### config.mk
export PLATFORM = sky130hd
export DESIGN_NAME = ecc_wr_injector
export DESIGN_NICKNAME = d
export VERILOG_FILES = /design/src/rtl/ecc_inj_pkg.sv /design/src/rtl/inj_ctl_regs.sv /design/src/rtl/inj_mode_sel.sv /design/src/rtl/inj_mask_gen.sv /design/src/rtl/ecc_wr_injector.sv
export SDC_FILE = /design/constraint.sdc
export NUM_CORES = 1
export LEC_CHECK = 0
export BUFFER_PORTS_ARGS = -buffer_cell sky130_fd_sc_hd__buf_2
export CORE_MARGIN = 10
export CORE_UTILIZATION = 30
export CTS_BUF_LIST = sky130_fd_sc_hd__clkbuf_8 sky130_fd_sc_hd__clkbuf_16
export CTS_CLUSTER_DIAMETER = 50
export DETAILED_ROUTE_END_ITERATION = 8
export GPL_ROUTABILITY_DRIVEN = 1
export HOLD_SLACK_MARGIN = 0.02
export MAX_ROUTING_LAYER = met4
export PLACE_DENSITY = 0.69
export REMOVE_ABC_BUFFERS = 1
export SLEW_MARGIN = 5
export SYNTH_ARGS = -nofsm -noshare
export SYNTH_HDL_FRONTEND = slang
export SYNTH_SLANG_ARGS = --single-unit
### constraint.sdc
create_clock -name clk -period 3.3 [get_ports clk]
set_clock_uncertainty 0.2 [all_clocks]
set_input_delay 0.33 -clock clk [delete_from_list [all_inputs] [get_ports clk]]
set_output_delay 0.33 -clock clk [all_outputs]
set_load 0.005 [all_outputs]
### src/rtl/ecc_inj_pkg.sv
package ecc_inj_pkg;
  localparam int POS_W = 7;
  localparam int REG_W = POS_W + 4;
  localparam int B_CS  = POS_W;
  localparam int B_OS  = POS_W + 1;
  localparam int B_CD  = POS_W + 2;
  localparam int B_OD  = POS_W + 3;

  typedef enum logic [2:0] {
    INJ_NONE = 3'd0,
    INJ_CD   = 3'd1,
    INJ_OD   = 3'd2,
    INJ_CS   = 3'd3,
    INJ_OS   = 3'd4
  } inj_mode_e;

  typedef struct packed {
    logic             od;
    logic             cd;
    logic             os;
    logic             cs;
    logic [POS_W-1:0] pos;
  } inj_ctl_t;
endpackage

### src/rtl/inj_ctl_regs.sv
module inj_ctl_regs
  import ecc_inj_pkg::*;
(
  input  logic             clk,
  input  logic             rst_n,
  input  logic             reg_we,
  input  logic [REG_W-1:0] reg_wdata,
  input  logic             take_od,
  input  logic             take_os,
  output inj_ctl_t         ctl_q,
  output logic             spent_od,
  output logic             spent_os
);
  localparam int N_ONCE = 2;

  always_ff @(posedge clk) begin
    if (!rst_n)      ctl_q <= '0;
    else if (reg_we) ctl_q <= inj_ctl_t'(reg_wdata);
  end

  logic [N_ONCE-1:0] take;
  logic [N_ONCE-1:0] clr;
  logic [N_ONCE-1:0] spent;

  assign take = {take_od, take_os};
  assign clr  = {reg_we & ~reg_wdata[B_OD], reg_we & ~reg_wdata[B_OS]};

  // Clearing the enable always wins over a same-cycle consumption.
  for (genvar k = 0; k < N_ONCE; k++) begin : g_once
    always_ff @(posedge clk) begin
      if (!rst_n)       spent[k] <= 1'b0;
      else if (clr[k])  spent[k] <= 1'b0;
      else if (take[k]) spent[k] <= 1'b1;
    end
  end

  assign spent_od = spent[1];
  assign spent_os = spent[0];
endmodule

### src/rtl/inj_mode_sel.sv
module inj_mode_sel
  import ecc_inj_pkg::*;
#(
  parameter int CW_W = 72
) (
  input  inj_ctl_t  ctl,
  input  logic      spent_od,
  input  logic      spent_os,
  output inj_mode_e mode
);
  localparam int SGL_LIM = CW_W;
  localparam int DBL_LIM = CW_W - 1;

  logic sgl_ok, dbl_ok;
  logic cd_go, od_go, cs_go, os_go;

  always_comb begin
    sgl_ok = 32'(ctl.pos) < SGL_LIM;
    dbl_ok = 32'(ctl.pos) < DBL_LIM;
    cd_go  = ctl.cd && dbl_ok;
    od_go  = ctl.od && !spent_od && dbl_ok;
    cs_go  = ctl.cs && sgl_ok;
    os_go  = ctl.os && !spent_os && sgl_ok;
    if (cd_go)      mode = INJ_CD;
    else if (od_go) mode = INJ_OD;
    else if (cs_go) mode = INJ_CS;
    else if (os_go) mode = INJ_OS;
    else            mode = INJ_NONE;
  end
endmodule

### src/rtl/inj_mask_gen.sv
module inj_mask_gen
  import ecc_inj_pkg::*;
#(
  parameter int CW_W = 72
) (
  input  inj_mode_e        mode,
  input  logic [POS_W-1:0] pos,
  output logic [CW_W-1:0]  mask
);
  localparam int PAR_IDX = CW_W - 1;

  logic dbl, any;
  assign dbl = (mode == INJ_CD) || (mode == INJ_OD);
  assign any = (mode != INJ_NONE);

  for (genvar i = 0; i < CW_W; i++) begin : g_bit
    if (i == PAR_IDX) begin : g_par
      assign mask[i] = dbl || (any && (32'(pos) == i));
    end else begin : g_pos
      assign mask[i] = any && (32'(pos) == i);
    end
  end
endmodule

### src/rtl/ecc_wr_injector.sv
module ecc_wr_injector
  import ecc_inj_pkg::*;
#(
  parameter int DATA_W = 64,
  parameter int CHK_W  = 8
) (
  input  logic                      clk,
  input  logic                      rst_n,
  input  logic                      reg_we,
  input  logic [REG_W-1:0]          reg_wdata,
  input  logic                      in_valid,
  output logic                      in_ready,
  input  logic [DATA_W+CHK_W-1:0]   in_cw,
  output logic                      out_valid,
  input  logic                      out_ready,
  output logic [DATA_W+CHK_W-1:0]   out_cw
);
  localparam int CW_W = DATA_W + CHK_W;

  inj_ctl_t        ctl_q;
  logic            spent_od, spent_os;
  inj_mode_e       mode;
  logic [CW_W-1:0] mask;
  logic            accept;

  assign accept    = in_valid && out_ready;
  assign out_valid = in_valid;
  assign in_ready  = out_ready;

  inj_ctl_regs u_regs (
    .clk       (clk),
    .rst_n     (rst_n),
    .reg_we    (reg_we),
    .reg_wdata (reg_wdata),
    .take_od   (accept && (mode == INJ_OD)),
    .take_os   (accept && (mode == INJ_OS)),
    .ctl_q     (ctl_q),
    .spent_od  (spent_od),
    .spent_os  (spent_os)
  );

  inj_mode_sel #(.CW_W(CW_W)) u_sel (
    .ctl      (ctl_q),
    .spent_od (spent_od),
    .spent_os (spent_os),
    .mode     (mode)
  );

  inj_mask_gen #(.CW_W(CW_W)) u_mask (
    .mode (mode),
    .pos  (ctl_q.pos),
    .mask (mask)
  );

  assign out_cw = in_cw ^ mask;
endmodule

==> flow_summary.ini <==
[cts]
cts_resized = 0
hold_buffers = 0
cts_sinks = 13
numCtsBuffers = 3
post_cts_buffers = 0
htreeDepth = 1
clkLatencyLatePin_ps = 250
root_buffer = clkbuf_8
cts_tree = built
clockBufferDepth = 2
clk_pin_slew_ps = 60

[sta]
finalCriticalPeriod_ps = 2690
finalCritPeriodShare = 0.815
hold_viol = 0
setup_viol = 0
fmax_mhz = 372
fin_tns_setup_ps = 0
rsz0062_at_grt = false
worst_slew_pin_slew_ps = 988
slew_headroom = 0.339
finalMaxSlewViolations = 0

[pwr]
p_seq_frac = 0.320
leakagePower_uw = 0.00144
ir_drop_mv = 0.119
p_comb_frac = 0.433
total_power_uw = 574
internal_power_uw = 369
clockPowerShare = 0.246
power_density_nw_per_um2 = 210
power.share.switching = 0.356
p_sw_uw = 204

[critical_path]
cp-start-kind = flop
reg2regPathDepth = 4
cp-end-kind = output port
worstPathMaxFanout = 16
worstPathArrival_ps = 2160
critPathKind = reg2out
r2r_slack_ps = 1640
r2r_start = u_regs.ctl_q[2]$_SDFFE_PN0P_
crit_slowest_cell = o41ai_4
critPathRequiredTime_ps = 2770
crit_chain = o41ai_4 > nor2_1 > xor2_1 > buf_2
rr_endpoint = u_regs.spent_os$_SDFFE_PP0P_
crit_path_max_incr_delay_ps = 980

[placement]
dp_hpwl_mm = 6.65
io_buffer_count = 161
placed_cell_area_um2 = 2690
gp_congestion = 0.836

[floorplanning]
die_y_um = 99.3
dieWidth_um = 99.3
coreArea_um2 = 6030
pin_count = 162
placementRows = 28
dieArea_um2 = 9850
start_util = 0.313

[detailed_routing]
drc = 0
drt_iter0_drc = 38
vias = 2169
routedWlPerCell_um = 16.2
firstDrtPassIters = 4
postRouteAntennaNets = 0
routed_via_density = 4.54
routed_wl_mm = 7.73

[min_path]
hp-start = reg_wdata[1]
worstHoldPathCells = 3
hold_path.class = in2reg
holdPathEnd = u_regs.ctl_q[1]$_SDFFE_PN0P_

[job]
maxCapViolations = 0

[yosys]
synth_area_leader_cell = xor2_1
yosysWarnings = 0
synth_compound_area_frac = 0.106
synth.area.top_cells = xor2_1 (33%), nor2_1 (14%), dfxtp_1 (14%)
synth_fa_ha_area_frac = 0
ys_ff_latch = 13
synth_top_family_by_area = XOR/XNOR gates
synth_top_area_frac = 0.335
yosys.area_share.simple = 0.300
syn_area_um2 = 1880
synth_cell_types = 28
yosys-mux-area-fraction = 0.0584
synth_cells = 251
synth.avg_cell_area_um2 = 7.51
ys_seq_area_frac = 0.138
synth-xor-area-share = 0.335

[final_layout]
syn_to_final_growth_pct = 44.9
antenna-diode-count = 0
design_area_um2 = 2730
final_core_util = 0.453
final_cell_mix = buf_2 (161), xor2_1 (72), nor2_1 (70), nor2b_1 (16)
final_common_cell = buf_2
nets = 492
drive_gt1_frac = 0.432
fillers = 649

[global_route]
antenna_found_initial = 0
met2_usage = 0.282
grt_max_degree = 17
track_usage = 0.151
gr-max-usage-layer = met2
grt_util_met1 = 0.162
overflow = 0
use_met3 = 0.0304
grt_pass1_wl_mm = 12.0
grt_pass1_vias = 2455

[outcome]
status = complete, no violations
## through the flow
step                hold WS [ps]  std cells  worst slack, ps
global route                 161        478              439
global placement             264        474              868
detailed placement           270        474              835
finish                       140        478              610
CTS                          143        478              571
floorplan                    247        237             1340
## cell type report
| type | count | area [µm²] | area share |
|---|---|---|---|
| timing repair buffer | 162 | 813 | 0.298 |
| tap | 75 | 93.8 | 0.0344 |
| clock buffer | 3 | 41.3 | 0.0151 |
| sequential | 13 | 260 | 0.0953 |
| inverter | 3 | 11.3 | 0.00412 |
| clock inverter | 1 | 3.75 | 0.00137 |
| multi-input combinational | 221 | 1510 | 0.552 |
## per-layer routing
metal | wire, µm | vias to the layer above | share of wire
met3 | 421 | 9 | 0.054
met2 | 4030 | 93 | 0.52
met1 | 3190 | 963 | 0.41
met5 | 0 | - | 0
li1 | - | 1104 | -
met4 | 85 | 0 | 0.011
## how the worst max path moves through the flow
| stage | cells past startpoint | endpoint | start | slack (ps) |
|---|---|---|---|---|
| floorplan | 3 | out_cw[55] | u_regs.ctl_q[7]$_SDFFE_PN0P_ | 1340 |
| global placement | 4 | out_cw[23] | u_regs.ctl_q[7]$_SDFFE_PN0P_ | 870 |
| detailed placement | 4 | out_cw[23] | u_regs.ctl_q[7]$_SDFFE_PN0P_ | 840 |
| CTS | 4 | out_cw[23] | u_regs.ctl_q[7]$_SDFFE_PN0P_ | 570 |
| global route | 4 | out_cw[28] | u_regs.ctl_q[7]$_SDFFE_PN0P_ | 440 |
| finish | 4 | out_cw[23] | u_regs.ctl_q[7]$_SDFFE_PN0P_ | 610 |
## worst max-delay path: cells and delay by family (launching register included)
| family | cells | cell delay (ps) |
|---|---|---|
| xor gates and xnor gates | 1 | 190 |
| AOI/OAI and AO/OA | 1 | 980 |
| DFF | 1 | 440 |
| and+or+nand+nor | 1 | 170 |
| buffers and inverters | 1 | 130 |
## Yosys cell counts
| cell type | n |
|---|---|
| nor2b_1 | 16 |
| a41oi_1 | 2 |
| o21ai_1 | 1 |
| and2b_4 | 1 |
| o2111ai_1 | 1 |
| dfxtp_1 | 13 |
| and2_1 | 1 |
| nor3_1 | 1 |
| inv_1 | 3 |
| o31a_1 | 1 |
| a21oi_1 | 8 |
| clkbuf_1 | 1 |
| buf_1 | 1 |
| mux2i_1 | 11 |
| o21ai_0 | 2 |
| xor2_1 | 72 |
| nand4_1 | 1 |
| buf_4 | 3 |
| buf_2 | 4 |
| nor3b_2 | 2 |
| nor4b_4 | 1 |
| nand2_1 | 13 |
| nor2_1 | 70 |
| buf_6 | 5 |
| nand3_1 | 11 |
| o41ai_4 | 4 |
| and3b_1 | 1 |
| nor2b_4 | 1 |
## flip-flops by register name (all words and copies together) (netlist names)
register         count
u_regs.spent_os      1
u_regs.spent_od      1
u_regs.ctl_q        11
## power groups by stage
stage          registers, µW  logic (µW)  clock network [µW]
2_1_floorplan            183         111                   0
3_3_place_gp             187         249                   0
3_5_place_dp             188         252                   0
4_1_cts                  184         253                 144
5_1_grt                  186         274                 149
6_report                 184         249                 141
## cell families (layout without fill, tap and decap cells)
group | after synthesis | in the layout
buffers and inverters | 17 | 169
flip-flops | 13 | 13
multiplexers | 11 | 11
AO/OA/AOI/OAI | 19 | 19
XOR/XNOR | 72 | 72
AND/OR/NAND/NOR | 119 | 119
Power figures use the tool's default switching activity.
